--- src/rtl/regf_pkg.sv ---
package regf_pkg;
    localparam int DW  = 8;
    localparam int AW  = 8;
    localparam int OPW = 7;

    localparam logic [OPW-1:0] OFS_STATUS = 7'h03;
    localparam logic [OPW-1:0] OFS_PTR    = 7'h04;
    localparam logic [OPW-1:0] OFS_PCH    = 7'h0A;
    localparam logic [OPW-1:0] OFS_INTEN  = 7'h0B;
    localparam logic [AW-1:0]  ADR_PORT   = 8'h06;
    localparam logic [AW-1:0]  ADR_PORTEN = 8'h86;

    typedef enum logic [2:0] {
        T_NONE,
        T_STATUS,
        T_PTR,
        T_PORT,
        T_PORTEN,
        T_PCH,
        T_INTEN,
        T_RAM
    } tgt_e;
endpackage

--- src/rtl/regf_addr_gen.sv ---
module regf_addr_gen
    import regf_pkg::*;
(
    input  logic [OPW-1:0] op_addr,
    input  logic           bank,
    input  logic [AW-1:0]  ptr,
    output logic [AW-1:0]  eff_addr,
    output logic           is_null
);
    logic indirect;

    always_comb begin
        indirect = (op_addr == '0);
        eff_addr = indirect ? ptr : {bank, op_addr};
        // an effective address on the indirect slot itself is a null access
        is_null  = (eff_addr[OPW-1:0] == '0);
    end
endmodule

--- src/rtl/regf_decode.sv ---
module regf_decode
    import regf_pkg::*;
#(
    parameter logic [6:0] RAM_BASE  = 7'h20,
    parameter int         RAM_WORDS = 16,
    localparam int        IW        = $clog2(RAM_WORDS)
) (
    input  logic [AW-1:0] eff_addr,
    input  logic          is_null,
    output tgt_e          tgt,
    output logic [IW:0]   ram_idx
);
    logic [OPW-1:0] low;
    logic [OPW-1:0] off;
    logic           in_ram;

    always_comb begin
        low     = eff_addr[OPW-1:0];
        off     = low - RAM_BASE;
        in_ram  = (low >= RAM_BASE) && (off < OPW'(RAM_WORDS));
        ram_idx = {eff_addr[AW-1], off[IW-1:0]};
        if (is_null)                    tgt = T_NONE;
        else if (low == OFS_STATUS)     tgt = T_STATUS;
        else if (low == OFS_PTR)        tgt = T_PTR;
        else if (low == OFS_PCH)        tgt = T_PCH;
        else if (low == OFS_INTEN)      tgt = T_INTEN;
        else if (eff_addr == ADR_PORT)  tgt = T_PORT;
        else if (eff_addr == ADR_PORTEN) tgt = T_PORTEN;
        else if (in_ram)                tgt = T_RAM;
        else                            tgt = T_NONE;
    end
endmodule

--- src/rtl/regf_port.sv ---
module regf_port #(
    parameter int W = 8
) (
    input  logic         clk,
    input  logic         rst_n,
    input  logic         wr_latch,
    input  logic         wr_enable,
    input  logic [W-1:0] wr_data,
    input  logic [W-1:0] pin_in,
    output logic [W-1:0] port_q,
    output logic [W-1:0] port_oe,
    output logic [W-1:0] pin_rd
);
    localparam logic [W-1:0] MASK = {{(W-1){1'b1}}, 1'b0};

    always_ff @(posedge clk or negedge rst_n) begin
        if (!rst_n) begin
            port_q  <= '0;
            port_oe <= '0;
        end else begin
            if (wr_latch)  port_q  <= wr_data & MASK;
            if (wr_enable) port_oe <= wr_data & MASK;
        end
    end

    assign pin_rd = pin_in & MASK;
endmodule

--- src/rtl/banked_regfile.sv ---
module banked_regfile
    import regf_pkg::*;
#(
    parameter logic [6:0] RAM_BASE  = 7'h20,
    parameter int         RAM_WORDS = 16,
    parameter int         PCHW      = 4,
    parameter int         BANK_BIT  = 7,
    localparam int        IW        = $clog2(RAM_WORDS),
    localparam int        DEPTH     = 2 * RAM_WORDS
) (
    input  logic           clk,
    input  logic           rst_n,
    input  logic [OPW-1:0] op_addr,
    input  logic           rd_en,
    input  logic           wr_en,
    input  logic [DW-1:0]  wr_data,
    input  logic [DW-1:0]  pin_in,
    output logic [DW-1:0]  rd_data,
    output logic [DW-1:0]  port_q,
    output logic [DW-1:0]  port_oe
);
    logic [DW-1:0]   status_q;
    logic [AW-1:0]   ptr_q;
    logic [PCHW-1:0] pch_q;
    logic [DW-1:0]   inten_q;
    logic [DW-1:0]   ram_q [DEPTH];
    logic [AW-1:0]   eff_addr;
    logic            is_null;
    tgt_e            tgt;
    logic [IW:0]     ram_idx;
    logic [DW-1:0]   pin_rd;

    regf_addr_gen u_agen (
        .op_addr  (op_addr),
        .bank     (status_q[BANK_BIT]),
        .ptr      (ptr_q),
        .eff_addr (eff_addr),
        .is_null  (is_null)
    );

    regf_decode #(.RAM_BASE(RAM_BASE), .RAM_WORDS(RAM_WORDS)) u_dec (
        .eff_addr (eff_addr),
        .is_null  (is_null),
        .tgt      (tgt),
        .ram_idx  (ram_idx)
    );

    regf_port #(.W(DW)) u_port (
        .clk       (clk),
        .rst_n     (rst_n),
        .wr_latch  (wr_en && tgt == T_PORT),
        .wr_enable (wr_en && tgt == T_PORTEN),
        .wr_data   (wr_data),
        .pin_in    (pin_in),
        .port_q    (port_q),
        .port_oe   (port_oe),
        .pin_rd    (pin_rd)
    );

    always_ff @(posedge clk or negedge rst_n) begin
        if (!rst_n) begin
            status_q <= '0;
            pch_q    <= '0;
            inten_q  <= '0;
        end else if (wr_en) begin
            if (tgt == T_STATUS) status_q <= wr_data;
            if (tgt == T_PCH)    pch_q    <= wr_data[PCHW-1:0];
            if (tgt == T_INTEN)  inten_q  <= wr_data;
        end
    end

    // pointer and RAM carry no reset: their power-up content is undefined
    always_ff @(posedge clk) begin
        if (wr_en && tgt == T_PTR) ptr_q <= wr_data;
        if (wr_en && tgt == T_RAM) ram_q[ram_idx] <= wr_data;
    end

    always_comb begin
        rd_data = '0;
        if (rd_en) begin
            unique case (tgt)
                T_NONE:   rd_data = '0;
                T_STATUS: rd_data = status_q;
                T_PTR:    rd_data = ptr_q;
                T_PORT:   rd_data = pin_rd;
                T_PORTEN: rd_data = port_oe;
                T_PCH:    rd_data = DW'(pch_q);
                T_INTEN:  rd_data = inten_q;
                T_RAM:    rd_data = ram_q[ram_idx];
            endcase
        end
    end
endmodule

--- config.mk ---
export PLATFORM = sky130hd
export DESIGN_NAME = banked_regfile
export DESIGN_NICKNAME = d
export VERILOG_FILES = /design/src/rtl/regf_pkg.sv /design/src/rtl/regf_addr_gen.sv /design/src/rtl/regf_decode.sv /design/src/rtl/regf_port.sv /design/src/rtl/banked_regfile.sv
export SDC_FILE = /design/constraint.sdc
export NUM_CORES = 1
export LEC_CHECK = 0
export ABC_CLOCK_PERIOD_IN_PS = 3000
export BUFFER_PORTS_ARGS = -buffer_cell sky130_fd_sc_hd__buf_4
export CORE_ASPECT_RATIO = 0.75
export CORE_MARGIN = 1.5
export CORE_UTILIZATION = 46
export CTS_CLUSTER_DIAMETER = 80
export CTS_CLUSTER_SIZE = 12
export DETAILED_ROUTE_END_ITERATION = 10
export RECOVER_POWER = 25
export SLEW_MARGIN = 20
export SYNTH_ARGS = -nofsm -noshare
export SYNTH_HDL_FRONTEND = slang
export SYNTH_SLANG_ARGS = --single-unit
--- constraint.sdc ---
create_clock -name clk -period 3 [get_ports clk]
set_input_delay 0.15 -clock clk [delete_from_list [all_inputs] [get_ports clk]]
set_output_delay 0.15 -clock clk [all_outputs]
set_load 0.02 [all_outputs]
==> impl_metrics.json <==
{
  "synth_area_um2": 12160,
  "grt_pass1_vias": 7915,
  "first_iter_violations": 1059,
  "synth_cell_types": 71,
  "timing_worst_setup_path_type": "flop to output port",
  "top_level_ports": 51,
  "die_area_um2": 27430,
  "setup-violations-final": 8,
  "clock-sinks": 298,
  "die_h_um": 143.8,
  "timing.critical_path.to_type": "output port",
  "synth_area_per_cell_um2": 14.88,
  "power_leakage_nw": 5.184,
  "final_layout_size_suffix_gt1_frac": 0.3034,
  "drv_slew": 230,
  "synth_async_sr_flop_share": 0.1141,
  "worst_slew_margin_rel": -0.4320,
  "layout_common_cells": "264 x sky130_fd_sc_hd__edfxtp_1, 119 x sky130_fd_sc_hd__buf_4, 102 x sky130_fd_sc_hd__nand2_1, 56 x sky130_fd_sc_hd__o22ai_1, 49 x sky130_fd_sc_hd__nor2_1",
  "portBuffers": 47,
  "grt_overflow": 0,
  "tritoncts": "built",
  "synthesis.yosys.warnings": 0,
  "utilization": 0.5760,
  "power-per-cell-area_nw_per_um2": 569.0,
  "area_growth_syn_to_layout_pct": 23.03,
  "dpl-instance-area_um2": 13350,
  "ctsHtreeMaxLevel": 1,
  "unrepaired_setup_endpoints_after_global_routing": "yes",
  "core_region_area_um2": 25970,
  "post-route-drc-count": 0,
  "final_nets": 975,
  "clkTransAtPathRegs_ns": 0.07,
  "grt_util_all_layers": 0.2492,
  "violations": "max-capacitance violations, max-slew violations, negative setup slack",
  "cts_root_buf": "sky130_fd_sc_hd__clkbuf_16",
  "via_count": 8156,
  "timing.max_cap.violations": 6,
  "synth_sequential_area_ratio": 0.7219,
  "tightest_slew_ns": 2.148,
  "slowest_delay_ns": 0.47,
  "starting_utilization_of_the_core_area": 0.4682,
  "dp.cells": 1231,
  "pre_antenna_drt_iters": 6,
  "worstPathMaxFanout": 12,
  "ant_nets": 0,
  "clk_path_buf_depth": 3,
  "hold_path.class": "input pin to flop",
  "critPathArrivalTime_ns": 3.06,
  "route.detailed.wl_per_inst_um": 27.32,
  "route.final.wire_length_um": 35590,
  "clock-skew-final_ns": 0.01867,
  "synth.ff_latch_count": 298,
  "worst-endpoint-required_ns": 2.85,
  "layout_commonest_cell": "sky130_fd_sc_hd__edfxtp_1",
  "run_status": "finished, violations left",
  "finish.cell_count_without_fillers": 1303,
  "vdd_drop_max_v": 0.0005840,
  "totalPowerFinal_w": 0.008512,
  "number_of_enable_type_register_cells_in_the_synthesized_netlist": 264,
  "cpMaxStageDelayCell": "sky130_fd_sc_hd__edfxtp_1",
  "wire_length_of_the_first_global_routing_pass_um": 49540,
  "post_route_hold_slack_ns": 0.05579,
  "dp_wirelength_um": 20910,
  "final_design_area_no_fill_um2": 14960,
  "number_of_fillers_in_the_final_layout": 2002,
  "worstSetupStartpointType": "flop",
  "antenna-diode-count": 0,
  "hold_viol_final": 0,
  "fin_crit_sh": 1.069,
  "synthesis.instances": 817,
  "tritoncts.num_buffers": 28,
  "timing.critical_path.cells": "buf_6, nor2b_4, a32oi_4, buf_6, clkbuf_16, o22ai_1, a21oi_1, o22ai_1, a211o_1, a31oi_2, buf_4",
  "die_w_um": 190.7,
  "num_rows": 51,
  "gp_congestion": 0.9225,
  "fmax_ghz": 0.3119,
  "clk-insertion-delay-late_ns": 0.54,
  "grt_max_degree": 39,
  "number_of_vias_per_cell": 6.259,
  "synth-main-ff-cell": "sky130_fd_sc_hd__edfxtp_1",
  "period_minus_slack_ns": 3.206,
  "finalWorstSetupSlack_ns": -0.2057,
  "antenna_found_initial": 0
}
-- what timing repair did --
item | CTS | global route
hold buffers | 1 | 0
pin swaps | 13 | 21
endpoints found under the hold margin | 34 | 0
gates resized for setup | 45 | 36
setup endpoints to repair | 8 | 8
buffers inserted | 14 | 8
gates cloned | 3 | 5
-- cell usage after synthesis (3+ instances only) --
cell type                   count  share of area
sky130_fd_sc_hd__a221oi_1       9         0.0065
sky130_fd_sc_hd__a21o_1         4         0.0025
sky130_fd_sc_hd__buf_2         17         0.0070
sky130_fd_sc_hd__nand4_1        8         0.0041
sky130_fd_sc_hd__a221o_1        3         0.0025
sky130_fd_sc_hd__inv_1          6         0.0019
sky130_fd_sc_hd__a21oi_1       18         0.0074
sky130_fd_sc_hd__nor2_1        49          0.015
sky130_fd_sc_hd__o221ai_1       8         0.0058
sky130_fd_sc_hd__or2_2          4         0.0021
sky130_fd_sc_hd__nor4_1         3         0.0015
sky130_fd_sc_hd__buf_6          4         0.0037
sky130_fd_sc_hd__buf_4          5         0.0031
sky130_fd_sc_hd__edfxtp_1     264           0.65
sky130_fd_sc_hd__a41oi_1        5         0.0036
sky130_fd_sc_hd__a32oi_1       10         0.0072
sky130_fd_sc_hd__nand2_1      102          0.031
sky130_fd_sc_hd__nor2b_1        5         0.0026
sky130_fd_sc_hd__o22a_1         8         0.0058
sky130_fd_sc_hd__o22ai_1       62          0.032
sky130_fd_sc_hd__and3_1         4         0.0021
sky130_fd_sc_hd__a22o_1         3         0.0022
sky130_fd_sc_hd__mux2_1         7         0.0065
sky130_fd_sc_hd__clkbuf_1      25         0.0077
sky130_fd_sc_hd__nor4_4         3         0.0052
sky130_fd_sc_hd__a222oi_1       5         0.0041
sky130_fd_sc_hd__a31oi_1       25          0.013
sky130_fd_sc_hd__mux2_2        36          0.033
sky130_fd_sc_hd__a211o_1        5         0.0036
sky130_fd_sc_hd__o21ai_0       13         0.0054
sky130_fd_sc_hd__o2111ai_1      3         0.0022
sky130_fd_sc_hd__and2_1         4         0.0021
sky130_fd_sc_hd__dfrtp_1       34          0.070
sky130_fd_sc_hd__mux2i_1        7         0.0058
-- through the flow --
step | setup TNS [ns] | setup WS (ns)
final | -1.099 | -0.2057
after floorplan | 0 | 0.5522
after global placement | 0 | 0.08928
after detailed placement | 0 | 0.01684
after CTS | -0.7948 | -0.1204
after global routing | -1.384 | -0.2222
-- report_power, final --
group / internal, W / switching [W]
Combinational: 0.000273 / 0.000465
Sequential: 0.00457 / 0.0000361
Clock: 0.00177 / 0.00140
-- area by class of cell --
class / instances / area [µm²] / share of cell area
inverters: 6 / 22.52 / 0.001505
multi-input cells: 461 / 3505 / 0.2343
clock buffers: 41 / 780.7 / 0.05219
repair buffers: 153 / 1444 / 0.09651
well taps: 344 / 430.4 / 0.02877
flip-flops and latches: 298 / 8778 / 0.5868
-- flip-flops by register name, summed over array words and instances, names as in the netlist --
| name | flops |
|---|---|
| pch_q | 4 |
| status_q | 8 |
| u_port.port_q | 7 |
| ram_q | 256 |
| inten_q | 8 |
| ptr_q | 8 |
| u_port.port_oe | 7 |
-- worst max-delay path, delay by kind of cell (launching register included) --
family | cells | cell delay, ns
simple gates | 1 | 0.12
buf+inv | 4 | 0.69
flops | 1 | 0.47
compound gates | 6 | 1.24
-- final timing paths --
kind	startpoint	endpoint	slack, ns	cells past startpoint
setup reg to reg	ptr_q[2]	ram_q[8][6]	0.33	4
max in group asynchronous	rst_n	u_port.port_q[2]	2.60	2
hold / removal	wr_en	u_port.port_oe[7]	0.06	3
min in group asynchronous	rst_n	u_port.port_oe[4]	0.10	2
setup / recovery	ptr_q[0]	rd_data[5]	-0.21	11
hold reg to reg	status_q[0]	status_q[0]	0.51	1
-- layer usage --
layer  vias up  track usage  share of wire
met3        71      0.04591          0.097
met4         0      0.06548          0.026
met2       427       0.3995           0.46
met1      4162       0.3496           0.41
li1       3496            -              -
met5         -      0.02198              0
-- cell families after synthesis --
| logic type | Yosys count | synth area share |
|---|---|---|
| muxes | 51 | 0.04682 |
| and+or+nand+nor | 201 | 0.08087 |
| buffers and inverters | 59 | 0.02397 |
| DFF | 298 | 0.7219 |
| AOI/OAI and AO/OA | 207 | 0.1261 |
| other | 1 | 0.0003084 |
Note: power is estimated with default switching activity, not from simulation.
